==> src/rtl/apm_pkg.sv <==
package apm_pkg;
  typedef enum logic [1:0] {
    ST_IDLE,
    ST_START,
    ST_BITS,
    ST_STOP
  } apm_state_e;

  localparam int unsigned ACK_SLOT = 8;
endpackage

==> src/rtl/apm_tick_gen.sv <==
module apm_tick_gen #(
  parameter int unsigned QTR_DIV = 25
) (
  input  logic clk,
  input  logic rst_n,
  input  logic run,
  output logic tick
);
  localparam int unsigned CW = (QTR_DIV < 2) ? 1 : $clog2(QTR_DIV);

  logic [CW-1:0] cnt;

  assign tick = run && (cnt == CW'(QTR_DIV - 1));

  always_ff @(posedge clk or negedge rst_n) begin
    if (!rst_n)      cnt <= '0;
    else if (!run)   cnt <= '0;
    else if (tick)   cnt <= '0;
    else             cnt <= cnt + 1'b1;
  end
endmodule

==> src/rtl/apm_try_counter.sv <==
module apm_try_counter #(
  parameter int unsigned MAX_TRIES = 8
) (
  input  logic clk,
  input  logic rst_n,
  input  logic clear,
  input  logic bump,
  output logic last
);
  localparam int unsigned TW = $clog2(MAX_TRIES + 1);

  logic [TW-1:0] tries;

  assign last = (tries == TW'(MAX_TRIES - 1));

  always_ff @(posedge clk or negedge rst_n) begin
    if (!rst_n)     tries <= '0;
    else if (clear) tries <= '0;
    else if (bump)  tries <= tries + 1'b1;
  end
endmodule

==> src/rtl/ack_poll_master.sv <==
module ack_poll_master
  import apm_pkg::*;
#(
  parameter int unsigned QTR_DIV   = 25,
  parameter int unsigned MAX_TRIES = 8
) (
  input  logic       clk,
  input  logic       rst_n,
  input  logic       start_i,
  input  logic [6:0] dev_addr_i,
  input  logic       hold_bus_i,
  input  logic       sda_i,
  output logic       scl_o,
  output logic       sda_low_o,
  output logic       busy_o,
  output logic       done_o,
  output logic       timeout_o
);
  apm_state_e state;
  logic [1:0] q;
  logic [3:0] bit_idx;
  logic [6:0] addr_q;
  logic       hold_q;
  logic       acked;
  logic       held;
  logic       tick;
  logic       last_try;
  logic [7:0] ctrl_byte;
  logic       accept;
  logic       slot_end;
  logic       nack_bump;

  assign busy_o    = (state != ST_IDLE);
  assign accept    = (state == ST_IDLE) && start_i;
  assign slot_end  = tick && (q == 2'd3);
  assign nack_bump = slot_end && (state == ST_STOP) && !acked;
  assign ctrl_byte = {addr_q, 1'b0};

  apm_tick_gen #(.QTR_DIV(QTR_DIV)) u_tick (
    .clk  (clk),
    .rst_n(rst_n),
    .run  (busy_o),
    .tick (tick)
  );

  apm_try_counter #(.MAX_TRIES(MAX_TRIES)) u_tries (
    .clk  (clk),
    .rst_n(rst_n),
    .clear(accept),
    .bump (nack_bump),
    .last (last_try)
  );

  always_ff @(posedge clk or negedge rst_n) begin
    if (!rst_n) begin
      state     <= ST_IDLE;
      q         <= 2'd0;
      bit_idx   <= 4'd0;
      addr_q    <= 7'd0;
      hold_q    <= 1'b0;
      acked     <= 1'b0;
      held      <= 1'b0;
      done_o    <= 1'b0;
      timeout_o <= 1'b0;
    end else begin
      done_o    <= 1'b0;
      timeout_o <= 1'b0;
      if (accept) begin
        state  <= ST_START;
        q      <= 2'd0;
        addr_q <= dev_addr_i;
        hold_q <= hold_bus_i;
        held   <= 1'b0;
        acked  <= 1'b0;
      end else if (tick) begin
        q <= q + 2'd1;
        if (state == ST_BITS && bit_idx == 4'(ACK_SLOT) && q == 2'd2)
          acked <= ~sda_i;
        if (q == 2'd3) begin
          unique case (state)
            ST_START: begin
              state   <= ST_BITS;
              bit_idx <= 4'd0;
              acked   <= 1'b0;
            end
            ST_BITS: begin
              if (bit_idx != 4'(ACK_SLOT)) begin
                bit_idx <= bit_idx + 4'd1;
              end else if (acked && hold_q) begin
                state  <= ST_IDLE;
                held   <= 1'b1;
                done_o <= 1'b1;
              end else begin
                state <= ST_STOP;
              end
            end
            ST_STOP: begin
              if (acked) begin
                state  <= ST_IDLE;
                done_o <= 1'b1;
              end else if (last_try) begin
                state     <= ST_IDLE;
                timeout_o <= 1'b1;
              end else begin
                state <= ST_START;
              end
            end
            default: state <= ST_IDLE;
          endcase
        end
      end
    end
  end

  always_comb begin
    scl_o     = 1'b1;
    sda_low_o = 1'b0;
    unique case (state)
      ST_IDLE: begin
        scl_o = ~held;
      end
      ST_START: begin
        scl_o     = (q != 2'd3);
        sda_low_o = (q != 2'd0);
      end
      ST_BITS: begin
        scl_o = (q == 2'd1) || (q == 2'd2);
        if (bit_idx != 4'(ACK_SLOT))
          sda_low_o = ~ctrl_byte[3'd7 - bit_idx[2:0]];
      end
      ST_STOP: begin
        scl_o     = (q != 2'd0);
        sda_low_o = (q == 2'd0) || (q == 2'd1);
      end
      default: ;
    endcase
  end
endmodule

==> config.mk <==
export PLATFORM = sky130hd
export DESIGN_NAME = ack_poll_master
export DESIGN_NICKNAME = d
export VERILOG_FILES = /design/src/rtl/apm_pkg.sv /design/src/rtl/apm_tick_gen.sv /design/src/rtl/apm_try_counter.sv /design/src/rtl/ack_poll_master.sv
export SDC_FILE = /design/constraint.sdc
export NUM_CORES = 1
export LEC_CHECK = 0
export ABC_AREA = 0
export ABC_CLOCK_PERIOD_IN_PS = 3750
export BUFFER_PORTS_ARGS = -buffer_cell sky130_fd_sc_hd__buf_2
export CAP_MARGIN = 20
export CORE_MARGIN = 2
export CORE_UTILIZATION = 43
export CTS_CLUSTER_DIAMETER = 80
export CTS_CLUSTER_SIZE = 25
export DETAILED_ROUTE_END_ITERATION = 10
export GPL_TIMING_DRIVEN = 0
export PLACE_DENSITY = 0.62
export SLEW_MARGIN = 15
export SYNTH_ARGS = -nofsm -noshare
export SYNTH_HDL_FRONTEND = slang
export SYNTH_SLANG_ARGS = --single-unit
==> constraint.sdc <==
create_clock -name clk -period 3.75 [get_ports clk]
set_input_delay 0.1875 -clock clk [delete_from_list [all_inputs] [get_ports clk]]
set_output_delay 0.1875 -clock clk [all_outputs]
set_load 0.01 [all_outputs]
# After elaboration in Yosys (flattened, before gate mapping)
# Index checks and enable logic that the tools add are counted.
# classes
n_lt_le_gt_ge	1
eq_ne	14
n_addsub	5
bitwise	4
n_reduce_logical	24
mux	45
# op_table
operator	count
2-to-1 mux 1 bit	27
nonzero test 2 bit	8
2-to-1 mux 2 bit	7
2-to-1 mux 4 bit	3
2-to-1 mux 5 bit	2
AND reduction 5 bit	2
adder 4 x 1 -> 4 bit (second input constant)	2
== test 2 bit (second input constant)	4
logical AND 1 bit	8
one-hot mux 4 bit (2 select lines)	1
one-hot mux 2 bit (3 select lines)	1
adder 5 x 1 -> 5 bit (second input constant)	1
== test 5 bit (second input constant)	1
== test 2 x 1 -> 1 bit (second input constant)	2
== test 4 x 3 -> 1 bit (second input constant)	1
== test 4 bit (second input constant)	1
logical NOT 2 bit	2
< comparator 3 x 4 -> 1 bit (second input constant)	1
!= test 2 bit (second input constant)	2
!= test 4 bit (second input constant)	1
inverter 1 bit	4
one-hot mux 1 bit (4 select lines)	1
binary-select mux 1 bit (select 3 bit)	1
!= test 3 bit (second input constant)	1
8 further kinds	9
# totals
input_bits	12
regBits	29

# Logic depth before layout (Yosys ltp)
# depth
word_depth	8
ltp_mapped	7
depth_no_buf	6

# Cells and area by module
# From an unflattened synthesis, not the netlist that was laid out.
# unflattened
cells_unflattened	174
area_unflattened_um2	1706.6
# modules_own_cells
module	n_inst	cells_each	area_each_um2
ack_poll_master	1	133	1221.2
apm_tick_gen	1	23	285.3
apm_try_counter	1	18	200.2

# Worst setup path before layout
# Ideal clock, no wire load.
# synth_timing
path_kind	register -> register
startpoint	register state[1]
endpoint	register addr_q[3]
required_time_ns	3.625
period_less_slack_ns	1.654
path_slack_ns	2.096
stages_incl_launch_ff	7
arrival_ns	1.529
setup_time_ns	0.125
path_buffers	2
path_cell_list	dfrtp_1 > inv_1 > ha_1 > buf_4 > nand2_2 > buf_2 > mux2_2
# synth_between
elab_chain_len	2
# synth_lines
item	line	source
from (decl)	ack_poll_master.sv:19	apm_state_e state;
from (signal assigned)	ack_poll_master.sv:56	state <= ST_IDLE;
from (signal assigned)	ack_poll_master.sv:69	state <= ST_START;
from (signal assigned)	ack_poll_master.sv:82	state <= ST_BITS;
logical NOT 2 bit	ack_poll_master.sv:34	assign accept = (state == ST_IDLE) && start_i;
logical AND 1 bit	ack_poll_master.sv:34	
to (signal assigned)	ack_poll_master.sv:71	addr_q <= dev_addr_i;
to (decl)	ack_poll_master.sv:22	logic [6:0] addr_q;
# No other way between the ends.
# A chain may end at the register's enable or synchronous reset.

# Worst setup path in the final report
# layout_timing
startpoint	register state[0]
endpoint	output port sda_low_o
# layout_between
elab_chain_len	2
elab_cells_between_ends	4
cone_classes	eq/ne: 3; mux: 1
# layout_lines
item	line	source
== test 2 bit or == test 2 x 1 -> 1 bit (tied branches)	ack_poll_master.sv:118	unique case (state)
one-hot mux 1 bit (3 select lines) *	ack_poll_master.sv:118	
to (decl)	ack_poll_master.sv:14	output logic sda_low_o,
# Every way passes the cells marked *; elsewhere a longest branch is shown, timed or not.

==> impl_results.md <==
- Chip Height: 65.8 um
- Distinct cells, synth: 43
- Measured slew at the worst slew-check pin: 0.653 ns
- CTS tree: done
- Deepest clock path buffer count: 2
- Initial antenna violation count: 0
- Vias in the first global route: approximately 1300
- I/O Buffers: 16
- Initial Utilization: 0.449
- Synth top cells by count: dfrtp_1, ha_1, inv_1
- Worst R2R Start: state[1]
- GR Overflow Total: 0
- Routed vias: 1225
- Hold Crit Depth: 2
- Setup crit start kind: flip-flop
- Fillers: between 300 and 400
- Slew Limit Headroom: 0.564
- Net Count, Synth: 181
- R2r setup slk: about 1.9 ns
- HP Class: primary input to flip-flop
- Syn Std Cell Area: ~1600 sq um
- Endpoints failing setup: 0
- IO Count: 17
- CTS buffer count: 5
- Post-Synthesis Cells: 154
- Max Freq: 478 MHz
- Fin. Hold Viols: 0
- Clock transition at the registers of the reported paths: around 0.060 ns
- Worst-Skew Late Latency: around 0.28 ns
- HP Start: dev_addr_i[4]
- Routability-driven placement congestion ratio: ~0.83
- Top cell type by total area after synthesis: dfrtp_1
- Crit path kind: flip-flop to primary output
- Root buffer cell: clkbuf_8
- H-tree levels: 2
- Die Width: 65.8 um
- GRT Overall Usage: 0.176
- Main synth FF type: dfrtp_1
- Max-cap violations: 0
- Reg2reg end: addr_q[5]
- DRC viols: 0
- N_diodes: 0
- Layout cells sized above 1: 0.235
- Sequential fraction of the synthesis area: 0.442
- Final Critical Period: roughly 2.1 ns
- Worst Path Arrival: 1.90 ns
- Synth async-reset ratio: 1.00
- Gate power share: 0.234
- Row Count: 22
- Clk network pwr share: 0.300
- Largest net degree at the start of global routing: 30
- Depth of the most critical reg-to-reg path: 6
- Max-slew violation count: 0
- Finished Core Util: 0.517
- Synth-to-Final Area Change: 15.3%
- RSZ-0062 raised after global routing: no
- Final #Nets: 205
- Hpwl dp: 2.34 mm
- Avg WL per Cell: 14.3 um
- PwrDens: 495 nW/um^2
- Initial detailed-routing violation count: 36
- NetSw: 0.000279 W
- First-pass GRT wire length: roughly 5.7 mm
- Yosys reg bits: 29
- Clock Sinks: 29
- Final period utilization: 0.558
- Mean area per synthesized cell: between 10 and 15 sq um
- Count leader, synth: dfrtp_1
- Pint: 0.000660 W
- Required @ worst endpoint: 3.56 ns
- Peak VDD IR: 0.273 mV
- Final Skew: 0.00443 ns
- Leakage power: ~0.91 nW
- Setup slack at placement: 1.88 ns
- Yosys top cell area share: 0.442
- Post-CTS sizing: 0
- CP max FO: 7
- Number of flops mapped to enable cells by yosys: 0
- Die ar.: around 4300 sq um
- Sw frac: 0.297
- Hold Path Sink: addr_q[4]
- Sequential power share: 0.465
- Critical path capture point type: primary output
- Setup ws final: 1.66 ns
- Vias per cell: 5.40
- TritonRoute pass-1 iters: 4
- Setup TNS: 0 ns
- Wirelength, routed: 3.25 mm
- Status: complete, no violations
- Placeable Area: 3660 sq um
- Post-route ant nets: 0
- Dominant cells by area after synthesis: dfrtp_1, ha_1, mux2_2
- Yosys Warn Count: 0
[logic make-up after synthesis]
logic type / Yosys count / synth area share
buffers and inverters: 18 / 0.0465
xor gates and xnor gates: 4 / 0.0213
AOI/OAI and AO/OA: 32 / 0.124
DFF: 29 / 0.442
and+or+nand+nor: 43 / 0.158
adders and majority gates: 15 / 0.114
muxes: 13 / 0.0937
[power groups by stage]
stage | Sequential (W) | Combinational (W) | Clock, W
5_1_grt | 0.000449 | 0.000253 | 0.000306
3_5_place_dp | 0.000442 | 0.000218 | 0
4_1_cts | 0.000437 | 0.000222 | 0.000291
3_3_place_gp | 0.000437 | 0.000211 | 0
6_report | 0.000436 | 0.000220 | 0.000282
2_1_floorplan | 0.000426 | 0.000169 | 0
[critical path, stage by stage (launching register included)]
cell	delay, ns
dfrtp_1	0.42
inv_1	0.18
ha_1	0.32
inv_1	0.13
nor2_1	0.16
a31oi_1	0.10
a21oi_1	0.16
buf_2	0.15
[metrics by stage]
step / total power (W) / cell area, sq um / instances / hold slack, ns
floorplan: 0.000595 / 1640 / 154 / -0.108
global placement: 0.000648 / 1780 / 218 / 0.243
detailed placement: 0.000660 / 1780 / 218 / 0.253
CTS: 0.000949 / 1890 / 227 / 0.135
global route: 0.00101 / 1890 / 227 / 0.135
finish: 0.000938 / 1890 / 227 / 0.140
[how the worst max path moves through the flow]
stage,from,to,slack (ns),depth (start not counted)
after global placement,state[1],addr_q[3],1.91,6
after CTS,state[0],sda_low_o,1.68,7
after global routing,state[0],sda_low_o,1.49,7
final,state[0],sda_low_o,1.66,7
after floorplan,state[1],addr_q[3],2.10,6
after detailed placement,state[1],addr_q[5],1.88,6
[cell type report]
cell class / count / area (sq um) / area share
plain buffers: 3 / 20.0 / 0.0106
clock buffers: 7 / 96.3 / 0.0509
clock inverters: 1 / 5.00 / 0.00264
inverters: 15 / 56.3 / 0.0297
multi-input cells: 107 / 841 / 0.444
flip-flops and latches: 29 / 726 / 0.383
well taps: 48 / 60.1 / 0.0317
repair buffers: 17 / 90.1 / 0.0476
[registers in the layout, indices dropped and copies added, names as in the netlist]
name / cells
state: 2
hold_q: 1
addr_q: 7
acked: 1
u_tick.cnt: 5
u_tries.tries: 4
held: 1
q: 2
done_o: 1
bit_idx: 4
timeout_o: 1
[metal layers]
layer  vias up  part of all wire  track usage
met5         -                 0            0
met4         0             0.014       0.0781
met3         4             0.038       0.0562
met2        17              0.49        0.277
met1       606              0.46        0.222
li1        598                 -            -
[placed cells by master, fill, tap and decap left out, types with 2 or more instances in the layout]
cell type	n
buf_4	2
nand4_1	2
nand3b_1	2
ha_1	15
nor2b_1	2
buf_2	17
nor3_1	4
dfrtp_1	29
nand2_1	7
o21ai_0	10
xor2_1	3
nand3_1	8
a21oi_1	8
mux2i_1	3
nor2_1	5
clkbuf_8	7
nand4b_1	2
mux2_2	9
inv_1	15
and4b_1	2
and2_1	2
[what timing repair did]
action,CTS,global route
hold endpoints to repair,29,0
setup buffers,0,0
hold buffers,1,0
(Power assumes the default switching activity.)
